[src/rtl/uart_baud_pkg.sv]
package uart_baud_pkg;

  localparam int LC_W   = 6;
  localparam int DLEN_W = 4;
  localparam int STOP_W = 2;
  localparam int FLEN_W = 4;

  typedef struct packed {
    logic rateLoad;   // copy pending rate into the active counters
    logic restart;    // counters start from sub-tick 0
  } genStrobe_t;

  typedef struct packed {
    logic [DLEN_W-1:0] dataBits;
    logic              parityEn;
    logic              parityEven;
    logic [STOP_W-1:0] stopBits;
    logic [FLEN_W-1:0] frameBits;
  } frameCfg_t;

  localparam frameCfg_t FRAME_RESET = '{
    dataBits:   DLEN_W'(5),
    parityEn:   1'b0,
    parityEven: 1'b0,
    stopBits:   STOP_W'(1),
    frameBits:  FLEN_W'(7)
  };

  function automatic frameCfg_t decodeFrame(input logic [LC_W-1:0] lc);
    frameCfg_t f;
    f.dataBits   = DLEN_W'(lc[1:0]) + DLEN_W'(5);
    f.stopBits   = lc[2] ? STOP_W'(2) : STOP_W'(1);
    f.parityEn   = lc[5];
    f.parityEven = lc[5] & (lc[4] | lc[3]);
    f.frameBits  = FLEN_W'(1) + f.dataBits + FLEN_W'(f.parityEn)
                 + FLEN_W'(f.stopBits);
    return f;
  endfunction

endpackage

[src/rtl/uart_baud_ctrl.sv]
module uart_baud_ctrl
  import uart_baud_pkg::*;
#(
  parameter int DIV_W  = 16,
  parameter int FRAC_W = 3
) (
  input  logic              clk,
  input  logic              rstN,
  input  logic              cfgWe,
  input  logic [LC_W-1:0]   lineCtrl,
  input  logic [DIV_W-1:0]  divInt,
  input  logic [FRAC_W-1:0] divFrac,
  input  logic              bitEnd,
  output genStrobe_t        strobe,
  output logic [DIV_W-1:0]  pendDiv,
  output logic [FRAC_W-1:0] pendFrac,
  output frameCfg_t         frame
);

  logic validWr;
  logic pendValid;
  logic genActive;

  assign validWr = cfgWe && (divInt != '0);

  always_comb begin
    strobe.rateLoad = pendValid && (!genActive || bitEnd);
    strobe.restart  = pendValid && !genActive;
  end

  always_ff @(posedge clk) begin
    if (!rstN) begin
      frame     <= FRAME_RESET;
      pendDiv   <= '0;
      pendFrac  <= '0;
      pendValid <= 1'b0;
      genActive <= 1'b0;
    end else begin
      if (validWr) begin
        frame     <= decodeFrame(lineCtrl);
        pendDiv   <= divInt;
        pendFrac  <= divFrac;
        pendValid <= 1'b1;
      end else if (strobe.rateLoad) begin
        pendValid <= 1'b0;
      end
      if (strobe.rateLoad) begin
        genActive <= 1'b1;
      end
    end
  end

endmodule

[src/rtl/uart_baud_dp.sv]
module uart_baud_dp
  import uart_baud_pkg::*;
#(
  parameter int DIV_W      = 16,
  parameter int FRAC_W     = 3,
  parameter int OVERSAMPLE = 16
) (
  input  logic              clk,
  input  logic              rstN,
  input  genStrobe_t        strobe,
  input  logic [DIV_W-1:0]  pendDiv,
  input  logic [FRAC_W-1:0] pendFrac,
  output logic              overTick,
  output logic              bitTick
);

  localparam int CNT_W = DIV_W + 1;
  localparam int SUB_W = $clog2(OVERSAMPLE);

  logic [DIV_W-1:0]  actDiv;
  logic [FRAC_W-1:0] actFrac;
  logic              running;
  logic [CNT_W-1:0]  clkCnt;
  logic [SUB_W-1:0]  subCnt;
  logic              stretch;
  logic [CNT_W-1:0]  lastCnt;
  logic              subEnd;
  logic              lastSub;

  always_comb begin
    stretch  = 32'(subCnt) < 32'(actFrac);
    lastCnt  = CNT_W'(actDiv) + CNT_W'(stretch);
    subEnd   = running && (clkCnt == lastCnt);
    lastSub  = 32'(subCnt) == OVERSAMPLE - 1;
    overTick = subEnd;
    bitTick  = subEnd && lastSub;
  end

  always_ff @(posedge clk) begin
    if (!rstN) begin
      actDiv  <= '0;
      actFrac <= '0;
      running <= 1'b0;
      clkCnt  <= '0;
      subCnt  <= '0;
    end else begin
      if (strobe.rateLoad) begin
        actDiv  <= pendDiv;
        actFrac <= pendFrac;
        running <= 1'b1;
      end
      if (strobe.restart) begin
        clkCnt <= '0;
        subCnt <= '0;
      end else if (running) begin
        if (subEnd) begin
          clkCnt <= '0;
          subCnt <= lastSub ? '0 : subCnt + SUB_W'(1);
        end else begin
          clkCnt <= clkCnt + CNT_W'(1);
        end
      end
    end
  end

endmodule

[src/rtl/uart_baud_frame.sv]
module uart_baud_frame
  import uart_baud_pkg::*;
#(
  parameter int DIV_W      = 16,
  parameter int FRAC_W     = 3,
  parameter int OVERSAMPLE = 16
) (
  input  logic              clk,
  input  logic              rstN,
  input  logic              cfgWe,
  input  logic [LC_W-1:0]   lineCtrl,
  input  logic [DIV_W-1:0]  divInt,
  input  logic [FRAC_W-1:0] divFrac,
  output logic              overTick,
  output logic              bitTick,
  output logic [DLEN_W-1:0] dataBits,
  output logic              parityEn,
  output logic              parityEven,
  output logic [STOP_W-1:0] stopBits,
  output logic [FLEN_W-1:0] frameBits
);

  genStrobe_t        strobe;
  logic [DIV_W-1:0]  pendDiv;
  logic [FRAC_W-1:0] pendFrac;
  frameCfg_t         frame;

  uart_baud_ctrl #(.DIV_W(DIV_W), .FRAC_W(FRAC_W)) ctrl_i (
    .clk(clk), .rstN(rstN), .cfgWe(cfgWe), .lineCtrl(lineCtrl),
    .divInt(divInt), .divFrac(divFrac), .bitEnd(bitTick),
    .strobe(strobe), .pendDiv(pendDiv), .pendFrac(pendFrac), .frame(frame)
  );

  uart_baud_dp #(.DIV_W(DIV_W), .FRAC_W(FRAC_W), .OVERSAMPLE(OVERSAMPLE)) dp_i (
    .clk(clk), .rstN(rstN), .strobe(strobe), .pendDiv(pendDiv),
    .pendFrac(pendFrac), .overTick(overTick), .bitTick(bitTick)
  );

  assign dataBits   = frame.dataBits;
  assign parityEn   = frame.parityEn;
  assign parityEven = frame.parityEven;
  assign stopBits   = frame.stopBits;
  assign frameBits  = frame.frameBits;

endmodule

[config.mk]
export PLATFORM = sky130hd
export DESIGN_NAME = uart_baud_frame
export DESIGN_NICKNAME = d
export VERILOG_FILES = /design/src/rtl/uart_baud_pkg.sv /design/src/rtl/uart_baud_ctrl.sv /design/src/rtl/uart_baud_dp.sv /design/src/rtl/uart_baud_frame.sv
export SDC_FILE = /design/constraint.sdc
export NUM_CORES = 1
export LEC_CHECK = 0
export ABC_AREA = 1
export BUFFER_PORTS_ARGS = -buffer_cell sky130_fd_sc_hd__buf_2
export CELL_PAD_IN_SITES_DETAIL_PLACEMENT = 1
export CELL_PAD_IN_SITES_GLOBAL_PLACEMENT = 1
export CORE_ASPECT_RATIO = 1.25
export CORE_MARGIN = 2
export CORE_UTILIZATION = 40
export DETAILED_ROUTE_END_ITERATION = 10
export PLACE_DENSITY_LB_ADDON = 0.2
export SETUP_SLACK_MARGIN = 0.1
export SLEW_MARGIN = 30
export SYNTH_ARGS = -nofsm -noshare
export SYNTH_HDL_FRONTEND = slang
export SYNTH_SLANG_ARGS = --single-unit
[constraint.sdc]
create_clock -name clk -period 3.35 [get_ports clk]
set_clock_uncertainty 0.15 [all_clocks]
set_input_delay 0.1675 -clock clk [delete_from_list [all_inputs] [get_ports clk]]
set_output_delay 0.1675 -clock clk [all_outputs]
set_load 0.005 [all_outputs]
### After elaboration in Yosys (flattened, before gate mapping)

Cells that the tools add are included.

* flip-flop bits (word level): 73
* input bits: 28
* output and inout port bits: 14
* word-level logic and storage cells: 42

* add/sub/neg operators: 7
* $lt $le $gt $ge: 1
* equality and inequality tests: 2
* mux-type cells: 5
* bitwise operators: 3
* reductions and logical operators: 11

Operators by type and width (number)
* 16-bit by 1-bit adder with 17-bit output: 1
* 17-bit by 1-bit adder with 17-bit output, second input constant: 1
* 17-bit == test: 1
* 17-bit 2-to-1 mux: 1
* 16-bit nonzero test: 1
* 1-bit logical AND: 5
* 1-bit by 4-bit adder with 4-bit output, first input constant: 1
* 2-bit by 3-bit adder with 4-bit output, second input constant: 1
* 4-bit by 1-bit adder with 4-bit output: 1
* 4-bit by 1-bit adder with 4-bit output, second input constant: 1
* 4-bit by 2-bit adder with 4-bit output: 1
* 4-bit == test, second input constant: 1
* 4-bit by 3-bit less-than comparator with 1-bit output: 1
* 4-bit 2-to-1 mux: 1
* 1-bit 2-to-1 mux: 2
* 2-bit 2-to-1 mux: 1
* 2-bit AND reduction: 1
* 2-bit nonzero test: 1
* 2-bit OR reduction: 1
* 1-bit bitwise AND: 1
* 1-bit zero test: 1
* 1-bit logical OR: 1
* 1-bit inverter: 1
* 1-bit bitwise OR: 1

### Logic depth before layout (Yosys ltp)

Gate-level depths: netlist of the first run.

* depth in word-level cells: 9
* mapped depth: 24
* mapped depth without buffers: 22

### Cells and area by module

Synthesis of the first run repeated with hierarchy kept, for this count alone.

* cell total of the unflattened synthesis: 644
* area total of the unflattened synthesis: 4359.2 µm²

Modules (own cells, without submodules)
* uart_baud_dp: times used 1, cells each 455, area an instance 2758.9 µm², seq. area each 820.8 µm²
* uart_baud_ctrl: times used 1, cells each 189, area an instance 1600.3 µm², seq. area each 660.6 µm²

### Least setup slack after synthesis of the first run

No wires, ideal clock.

* path type: register to register
* from: register dp_i.actFrac[1]
* to: register dp_i.actDiv[0]
* setup time: 0.115 ns
* arrival time: 2.775 ns
* data required time: 3.085 ns
* setup slack: 0.310 ns
* cell stages (with the launch flop): 24
* path buffers: 2
* clock period less this slack: 3.040 ns
* path through: dfxtp_1 inv_1 ha_1 a21o_1 a211oi_1 ha_1 ha_1 nand2_1 nor2_2 nand2_2 nand2_1 nand2_1 nand2_1 nand2_1 nor2_1 nand2_1 nor2_2 nand3_2 nand2_2 buf_6 buf_6 nand3_1 nand2_1 nor2_1

* longest elaborated chain between the ends: 7

Ends and longest elaborated chain
* start, declared: line uart_baud_dp.sv:21 `logic [FRAC_W-1:0] actFrac;`
* start signal, assigned: line uart_baud_dp.sv:49 `actFrac <= pendFrac;`
* 4-bit by 3-bit less-than comparator with 1-bit output: line uart_baud_dp.sv:31 `stretch = 32'(subCnt) < 32'(actFrac);`
* 16-bit by 1-bit adder with 17-bit output: line uart_baud_dp.sv:32 `lastCnt = CNT_W'(actDiv) + CNT_W'(stretch);`
* 17-bit == test: line uart_baud_dp.sv:33 `subEnd = running && (clkCnt == lastCnt);`
* 1-bit logical AND: line uart_baud_dp.sv:33
* 1-bit logical AND: line uart_baud_dp.sv:36 `bitTick = subEnd && lastSub;`
* 1-bit logical OR: line uart_baud_ctrl.sv:27 `strobe.rateLoad = pendValid && (!genActive || bitEnd);`
* 1-bit logical AND: line uart_baud_ctrl.sv:27
* end signal, assigned: line uart_baud_dp.sv:48 `actDiv <= pendDiv;`
* end, declared: line uart_baud_dp.sv:20 `logic [DIV_W-1:0] actDiv;`

No other way between the ends.
A chain may end at the register's enable or synchronous reset.

### Worst setup path after layout of the first run

* from: register dp_i.actFrac[1]
* to: register dp_i.actDiv[7]

The elaborated chain is that of the path after synthesis.

==> results of run 1 <==
[sequential cells by signal (all words and copies together) (netlist names), 3 cells and up]
name             flops
dp_i.clkCnt         17
ctrl_i.pendDiv      16
dp_i.actDiv         16
ctrl_i.frame        12
dp_i.subCnt          4
ctrl_i.pendFrac      3
dp_i.actFrac         3
[layer usage]
metal	global-route usage, %	wire length (um)	up-vias
met5	0	0	-
met4	13.04	646	0
met3	3.932	534	44
met2	48.89	8734	122
met1	28.14	6072	2167
li1	-	-	2059
[cells by family (layout without fill, tap and decap cells)]
logic type      after synthesis  count (layout)  synth area share, %
compound gates               94              94                12.21
xor+xnor                     19              19                4.197
fa+ha+maj                    14              14                4.796
buf+inv                     105             194                10.86
flops                        73              73                36.86
simple gates                285             285                31.08
[final timing paths]
check	start	endpoint	slack, ns	depth (start not counted)
setup / recovery	dp_i.actFrac[1]	dp_i.actDiv[7]	-0.22	21
hold / removal	divInt[15]	ctrl_i.pendDiv[15]	0.009	3
setup reg to reg	dp_i.actFrac[1]	dp_i.actDiv[7]	-0.22	21
hold reg to reg	ctrl_i.frame[0]	ctrl_i.frame[0]	0.33	2
[through the flow]
step / utilization (%) / std cells
2_1_floorplan: - / 590
3_3_place_gp: 45.23 / 750
3_5_place_dp: 45.23 / 750
4_1_cts: 53.87 / 794
5_1_grt: 58.61 / 805
6_report: 58.61 / 805
[cell type report]
cell class | count | area, um^2 | share of cell area, %
multi-input cells | 412 | 2595 | 46.08
flip-flops and latches | 73 | 1464 | 25.99
repair buffers | 96 | 812.0 | 14.42
inverters | 83 | 316.6 | 5.621
clock buffers | 10 | 229.0 | 4.066
well taps | 126 | 157.7 | 2.799
clock inverters | 5 | 57.56 | 1.022
[power by group through the flow]
stage / combinational [mW] / clock, mW / sequential [mW]
after floorplan: 0.207 / 0 / 0.958
after global placement: 0.276 / 0 / 0.969
after detailed placement: 0.290 / 0 / 0.972
after CTS: 0.352 / 0.972 / 0.956
after global routing: 0.483 / 1.02 / 0.969
final: 0.444 / 0.983 / 0.965
[synthesized netlist by cell type (2+ instances only)]
| master | n | area, um^2 |
|---|---|---|
| nand2_1 | 129 | 484.2 |
| inv_1 | 80 | 300.3 |
| dfxtp_1 | 73 | 1461 |
| nor2_1 | 68 | 255.2 |
| a21oi_1 | 54 | 270.3 |
| nand3_1 | 48 | 240.2 |
| o21ai_0 | 33 | 165.2 |
| xor2_1 | 13 | 113.9 |
| ha_1 | 12 | 150.1 |
| clkbuf_1 | 11 | 41.29 |
| nand4_1 | 11 | 68.82 |
| nor3_1 | 8 | 40.04 |
| xnor2_1 | 6 | 52.55 |
| buf_2 | 5 | 25.02 |
| nor4_1 | 5 | 31.28 |
| buf_6 | 4 | 45.04 |
| nand2_2 | 4 | 25.02 |
| nor2_2 | 4 | 25.02 |
| clkinv_1 | 3 | 11.26 |
| nand3b_1 | 3 | 22.52 |
| a211oi_1 | 2 | 15.01 |
| buf_1 | 2 | 7.510 |
| fa_1 | 2 | 40.04 |
| nor3b_1 | 2 | 15.01 |
[repair_timing]
item | 4_1_cts | 5_1_grt
pin swaps | 23 | 31
buffers inserted | 10 | 8
gates cloned | 1 | 5
endpoints found under the setup margin | 43 | 44
hold buffers | 18 | 0
hold endpoints to repair | 17 | 0
resized for setup | 63 | 80
[worst max-delay path: stages, from the launching register on]
cell	delay, ns
dfxtp_2	0.34
inv_2	0.05
ha_4	0.20
a21o_1	0.18
a211oi_2	0.19
ha_2	0.26
ha_4	0.19
nand2_4	0.08
nor2_4	0.21
nand3_2	0.11
nand2_2	0.09
nand2_1	0.09
nand2_2	0.11
buf_6	0.10
nand4_1	0.19
nor2_4	0.21
nand3_4	0.12
nand2_8	0.15
clkbuf_16	0.18
nand3_2	0.08
nand2_2	0.09
nor2_1	0.05
==> flow_summary.json, run 1 <==
{
  "rows": 40,
  "overflow": 0,
  "first_pass_iters": 4,
  "cts_buffer_depth": 2,
  "arrival_ns": 3.66,
  "drt_iter0_drc": 251,
  "holdWs_ns": 0.009071,
  "dpl.hpwl_mm": 8.170,
  "finalWorstPathRequiredPeriod_ns": 3.571,
  "ys_seq_elements": 73,
  "clock-sinks": 73,
  "cts-root-buf": "clkbuf_16",
  "ys_types": 32,
  "pwr-share-seq_pct": 40.3,
  "route.detailed.drc": 0,
  "grt_pass1_vias": 4618,
  "place_ws_ns": -0.1358,
  "power_mw": 2.392,
  "cts_tree": "yes",
  "pwr-share-clk_pct": 41.1,
  "routabilityCongestion": 0.8387,
  "syn_to_final_growth_pct": 42.03,
  "setup_tns_ns": -4.948,
  "vias": 4392,
  "async_flop_share_pct": 0,
  "grt_max_degree": 53,
  "fmax_mhz": 280.1,
  "drt-total-wl_mm": 15.99,
  "status": "finished with violations",
  "ys.flop_type": "dfxtp_1",
  "die_area_mm2": 0.01073,
  "cts_buffers": 9,
  "layout_commonest_cell": "nand2_1",
  "violations": "negative setup slack",
  "intPower_mw": 1.669,
  "crit_fanout": 6,
  "worst_slew_pin_slew_ns": 0.8911,
  "synth_edf_count": 0,
  "die_w_um": 93.05,
  "synth_nets": 632,
  "maxCapViolCount": 0,
  "p_sw_share_pct": 30.20,
  "io_pins": 42,
  "final_cell_mix": "nand2_1, inv_1, dfxtp_1",
  "synth_warnings": 0,
  "diodes": 0,
  "start_kind": "flop",
  "clk_latency_ns": 0.35,
  "cp.required_ns": 3.44,
  "design_area_mm2": 0.005632,
  "start_util_pct": 41.26,
  "h-tree-depth": 3,
  "placed_cell_area_mm2": 0.004347,
  "postSynthAreaPerCell_um2": 6.720,
  "drive_gt1_share_pct": 30.34,
  "viasPerCell": 5.456,
  "setup_ws_ns": -0.2205,
  "grt_usage_pct": 26.02,
  "syn_area_mm2": 0.003965,
  "vdd_drop_max_v": 0.0002735,
  "slew_violations": 0,
  "hp-class": "input pin to flop",
  "rsz0062_at_grt": "true",
  "hold_viol_final": 0,
  "fin_crit_sh_pct": 106.6,
  "setup-violations-final": 43,
  "p_switching_mw": 0.7223,
  "netlist_instances": 590,
  "path_class": "flop to flop",
  "fin_nets": 717,
  "wire_per_inst_um": 19.86,
  "powerDensity_mw_per_mm2": 424.7,
  "max_slew_margin_pct": 40.59,
  "comb_power_share_pct": 18.6,
  "p_leak_nw": 2.384,
  "fillers": 1201,
  "fp.coreArea_mm2": 0.009609,
  "path_clk_slew_ns": 0.06,
  "cp-end-kind": "flop",
  "antenna_found_initial": 0,
  "portBuffers": 41,
  "seq_area_frac_synth_pct": 36.86,
  "grt_pass1_wl_mm": 22.00,
  "die_y_um": 115.3,
  "detail-route-antenna-nets": 0
}
Power figures use the tool's default switching activity.
==> inputs of run 2 (changes only) <==
--- a/config.mk
+++ b/config.mk
@@ -6,5 +6,4 @@
 export NUM_CORES = 1
 export LEC_CHECK = 0
-export ABC_AREA = 1
 export BUFFER_PORTS_ARGS = -buffer_cell sky130_fd_sc_hd__buf_2
 export CELL_PAD_IN_SITES_DETAIL_PLACEMENT = 1
==> constraint.sdc (replaced) <==
create_clock -name clk -period 3.35 [get_ports clk]
set_clock_uncertainty 0.15 [all_clocks]
set_input_delay 0.67 -clock clk [delete_from_list [all_inputs] [get_ports clk]]
set_output_delay 0.67 -clock clk [all_outputs]
set_load 0.005 [all_outputs]
==> flow_summary.json, run 2 <==
{
  "routabilityCongestion": 0.8246,
  "instances_no_fill": 694,
  "io_pins": 42,
  "status": "finished with violations",
  "portBuffers": 41,
  "ys_top_cells_by_count": "nand2_1, dfxtp_1, nand3_1, nand4_1",
  "detail-route-antenna-nets": 0,
  "die_y_um": 117.3,
  "place_inst": 662,
  "cts_tree": "yes",
  "overflow": 0,
  "yosys.area.top_type": "dfxtp_1",
  "power_mw": 2.109,
  "powerDensity_mw_per_mm2": 395.2,
  "async_flop_share_pct": 0,
  "drive_gt1_share_pct": 24.78,
  "hp-class": "flop to flop",
  "seq_area_frac_synth_pct": 35.59,
  "fin_nets": 602,
  "ys.flop_type": "dfxtp_1",
  "arrival_ns": 3.09,
  "grt_pass1_vias": 4345,
  "fmax_mhz": 256.0,
  "top_regs": "dp_i.clkCnt x17, ctrl_i.pendDiv x16, dp_i.actDiv x16",
  "vdd_drop_max_v": 0.0001765,
  "synth_warnings": 0,
  "cts_buffer_depth": 2,
  "largest_reg_flops": 17,
  "synth_top_area_share_pct": 35.59,
  "clock-sinks": 73,
  "grt_max_degree": 47,
  "hold_viol_final": 0,
  "grt_usage_pct": 25.10,
  "yosysMostFrequentCell": "nand2_1",
  "rows": 41,
  "antenna_found_initial": 0,
  "start_kind": "flop",
  "worst_slew_pin_slew_ns": 0.7896,
  "drt-total-wl_mm": 12.98,
  "postSynthAreaPerCell_um2": 8.084,
  "cts-root-buf": "clkbuf_16",
  "setup-violations-final": 27,
  "cp-end-kind": "output port",
  "fillers": 1216,
  "p_leak_nw": 1.929,
  "placed_cell_area_mm2": 0.004514,
  "rsz0062_at_grt": "true",
  "path_clk_slew_ns": 0.06,
  "fp.coreArea_mm2": 0.01005,
  "design_area_mm2": 0.005338,
  "crit_fanout": 4,
  "syn_area_mm2": 0.004106,
  "h-tree-depth": 3,
  "setup_ws_ns": -0.5557,
  "synth_nets": 550,
  "fin_crit_sh_pct": 116.6,
  "dpl.hpwl_mm": 7.970,
  "layout_commonest_cell": "nand2_1",
  "ys_top_cells_by_area": "dfxtp_1, nand2_1, nand4_1, a21boi_0, o211ai_1",
  "cp.required_ns": 2.53,
  "grt_pass1_wl_mm": 21.64,
  "die_w_um": 94.63,
  "synth_edf_count": 0,
  "clk_latency_ns": 0.33,
  "cts_buffers": 9,
  "path_class": "flop to output port",
  "finalWorstPathRequiredPeriod_ns": 3.906,
  "viasPerCell": 5.834,
  "top_register": "dp_i.clkCnt",
  "ys_seq_elements": 73,
  "start_util_pct": 40.84,
  "violations": "negative setup slack",
  "utilization_pct": 53.09,
  "route.detailed.drc": 0,
  "die_area_mm2": 0.01110,
  "netlist_instances": 508,
  "syn_to_final_growth_pct": 29.98,
  "max_slew_margin_pct": 47.36,
  "first_pass_iters": 4,
  "maxCapViolCount": 0,
  "ys_types": 46,
  "final_cell_mix": "nand2_1, dfxtp_1, buf_2",
  "vias": 4049,
  "slew_violations": 0,
  "hold_buffers": 0,
  "wire_per_inst_um": 18.71,
  "drt_iter0_drc": 173,
  "diodes": 0
}
==> run 2: report_power, final <==
| group | internal [mW] | switching [mW] |
|---|---|---|
| Combinational | 0.115 | 0.159 |
| Clock | 0.519 | 0.381 |
| Sequential | 0.902 | 0.0326 |
==> run 2: path summary, 6_finish.rpt <==
path | depth (start not counted) | startpoint | to | slack, ns
min | 2 | ctrl_i.frame[6] | ctrl_i.frame[6] | 0.32
min reg2reg | 2 | ctrl_i.frame[6] | ctrl_i.frame[6] | 0.32
max | 12 | dp_i.actFrac[1] | overTick | -0.56
max reg2reg | 17 | dp_i.actFrac[1] | dp_i.actDiv[5] | -0.31
==> run 2: layout make-up <==
cell class	count	area, um^2	area share [%]
inverter	15	56.30	1.055
sequential	73	1464	27.43
clock inverter	5	31.28	0.5860
clock buffer	11	242.7	4.548
tap	129	161.4	3.024
multi-input combinational	380	2668	49.98
timing repair buffer	81	714.4	13.38
==> run 2: per-stage QoR <==
step	setup TNS, ns	setup slack (ns)	hold slack (ns)
6_report	-5.145	-0.5557	0.3181
5_1_grt	-11.84	-0.6871	0.3420
4_1_cts	-3.368	-0.5696	0.3256
3_5_place_dp	-3.550	-0.3137	0.3131
3_3_place_gp	-0.4800	-0.2141	0.2969
2_1_floorplan	-0.08031	-0.04016	0.3020
==> run 2: layer usage <==
metal	vias up	track usage, %	part of all wire, %
li1	1930	-	-
met1	1991	28.18	41
met2	93	45.39	52
met3	35	4.802	3.6
met4	0	11.98	3.4
met5	-	0	0
==> run 2: timing repair <==
action | in CTS | in global routing
resized for setup | 57 | 10
setup endpoints to repair | 43 | 43
buffers inserted | 10 | 0
pin swaps | 28 | 5
cloned | 7 | 0
==> run 2: kinds of logic (layout without fill, tap and decap cells) <==
group | after synthesis | count (layout) | synth area share, %
buffers and inverters | 55 | 112 | 5.606
adders and majority gates | 14 | 14 | 4.631
AOI/OAI and AO/OA | 97 | 97 | 16.85
xor gates and xnor gates | 36 | 36 | 7.678
muxes | 4 | 4 | 1.005
and+or+nand+nor | 229 | 229 | 28.64
DFF | 73 | 73 | 35.59
==> run 2: critical path: stages (launching register included) <==
cell      delay (ns)
dfxtp_2         0.34
inv_2           0.05
ha_4            0.20
a21o_1          0.17
a211oi_2        0.18
ha_2            0.24
buf_4           0.13
nand4_1         0.20
nor4_2          0.44
xnor2_1         0.17
or3_4           0.44
nor2_4          0.10
buf_2           0.11
==> inputs of run 3 (changes only) <==
- CORE_UTILIZATION: 40 -> 44
==> flow_summary.json, run 3 (synthesized netlist as in run 2, its figures left out) <==
{
  "status": "finished with violations",
  "violations": "negative setup slack",
  "grt_pass1_wl_mm": 18.93,
  "intPower_mw": 1.761,
  "design_area_mm2": 0.005074,
  "route.detailed.drc": 0,
  "arrival_ns": 3.00,
  "clock-sinks": 73,
  "detail-route-antenna-nets": 0,
  "final_cell_mix": "nand2_1, dfxtp_1, buf_2",
  "fin_crit_sh_pct": 114.1,
  "viasPerCell": 5.721,
  "path_clk_slew_ns": 0.06,
  "crit_fanout": 4,
  "antenna_found_initial": 0,
  "vias": 3873,
  "min_path_cells": 2,
  "holdWs_ns": 0.3202,
  "p_switching_mw": 0.5613,
  "portBuffers": 41,
  "cts_buffers": 9,
  "powerDensity_mw_per_mm2": 457.8,
  "h-tree-depth": 3,
  "wire_per_inst_um": 17.22,
  "top_regs": "dp_i.clkCnt x17, ctrl_i.pendDiv x16, dp_i.actDiv x16",
  "finalWorstPathRequiredPeriod_ns": 3.821,
  "maxCapViolCount": 0,
  "p_leak_nw": 1.865,
  "fmax_mhz": 261.7,
  "dpl.hpwl_mm": 7.689,
  "top_register": "dp_i.clkCnt",
  "clk_latency_ns": 0.34,
  "grt_pass1_vias": 3931,
  "p_sw_share_pct": 24.17,
  "grt_max_degree": 75,
  "hp-class": "flop to flop",
  "setup_ws_ns": -0.4712,
  "grt_usage_pct": 22.93,
  "rows": 39,
  "cp.required_ns": 2.53,
  "path_class": "flop to output port",
  "vdd_drop_max_v": 0.0002311,
  "routabilityCongestion": 0.8385,
  "worst_slew_pin_slew_ns": 0.7377,
  "cp-end-kind": "output port",
  "start_kind": "flop",
  "fin_nets": 592,
  "overflow": 0,
  "drive_gt1_share_pct": 20.76,
  "drt-total-wl_mm": 11.66,
  "layout_commonest_cell": "nand2_1",
  "die_y_um": 112.0,
  "start_util_pct": 45.00,
  "first_pass_iters": 4,
  "largest_reg_flops": 17,
  "io_pins": 42,
  "setup_tns_ns": -2.382,
  "comb_power_share_pct": 11.5,
  "syn_to_final_growth_pct": 23.55,
  "die_area_mm2": 0.01013,
  "utilization_pct": 55.60,
  "die_w_um": 90.41,
  "pwr-share-seq_pct": 40.2,
  "slew_violations": 0,
  "drt_iter0_drc": 124,
  "setup-violations-final": 25,
  "worstRegToRegCells": 18,
  "power_mw": 2.323,
  "cts_buffer_depth": 2,
  "placed_cell_area_mm2": 0.004507,
  "pwr-share-clk_pct": 48.3,
  "hold_viol_final": 0,
  "cts_tree": "yes",
  "cts-root-buf": "clkbuf_16",
  "fp.coreArea_mm2": 0.009125,
  "max_slew_margin_pct": 50.82,
  "diodes": 0,
  "rsz0062_at_grt": "true"
}
[run 3: cell count changes in the layout (fill, tap and decap cells not counted), sizes merged]
cell	delta
clkinvlp	-1
clkinv	-2
buf	-11
bufinv	+3
[run 3: critical path, cell delays in order, from the launching register on]
cell      delay (ns)
dfxtp_2         0.33
inv_2           0.04
ha_4            0.20
a21o_1          0.16
a211oi_2        0.20
ha_2            0.24
ha_4            0.14
nand4_1         0.10
or3_4           0.37
o31ai_4         0.18
nand4_1         0.11
or3_4           0.39
nor2_1          0.10
buf_2           0.11
[run 3: stage by stage]
step | std cells | setup slack, ns
2_1_floorplan | 508 | -0.04016
6_report | 677 | -0.4712
4_1_cts | 674 | -0.5077
5_1_grt | 677 | -0.6564
3_3_place_gp | 656 | -0.1861
3_5_place_dp | 656 | -0.2443
[run 3: area by class of cell]
type	instances	area [um^2]
fillers	1111	4051
multi-input cells	380	2580
repair buffers	71	475.5
clock inverters	5	103.9
flip-flops and latches	73	1465
clock buffers	10	239.0
inverters	15	56.30
well taps	123	153.9
[run 3: metal layers]
| metal | share of wire (%) | routed length (um) | vias to the layer above | global-route usage [%] |
|---|---|---|---|---|
| met5 | 0 | 0 | - | 0 |
| met4 | 1.7 | 195 | 0 | 6.974 |
| met3 | 3.1 | 362 | 12 | 4.698 |
| met2 | 51 | 5980 | 66 | 40.60 |
| met1 | 44 | 5119 | 1885 | 28.05 |
| li1 | - | - | 1910 | - |
[run 3: what timing repair did]
action,in CTS,in global routing
setup endpoints to repair,43,43
buffers inserted,2,2
hold buffers,0,0
cloned,1,1
gates resized for setup,18,14
pin swaps,2,8
endpoints found under the hold margin,0,0
[run 3: final timing paths]
path              startpoint         endpoint  slack, ns
max          dp_i.actFrac[1]          bitTick      -0.47
min          ctrl_i.frame[0]  ctrl_i.frame[0]       0.32
max reg2reg  dp_i.actFrac[1]   dp_i.actDiv[7]      -0.08
min reg2reg  ctrl_i.frame[0]  ctrl_i.frame[0]       0.32
[run 3: power groups by stage]
stage | Combinational, mW | Clock (mW) | Sequential, mW
floorplan | 0.155 | 0 | 0.942
global route | 0.296 | 1.18 | 0.940
finish | 0.267 | 1.12 | 0.934
detailed placement | 0.237 | 0 | 0.952
CTS | 0.258 | 1.15 | 0.933
global placement | 0.224 | 0 | 0.950
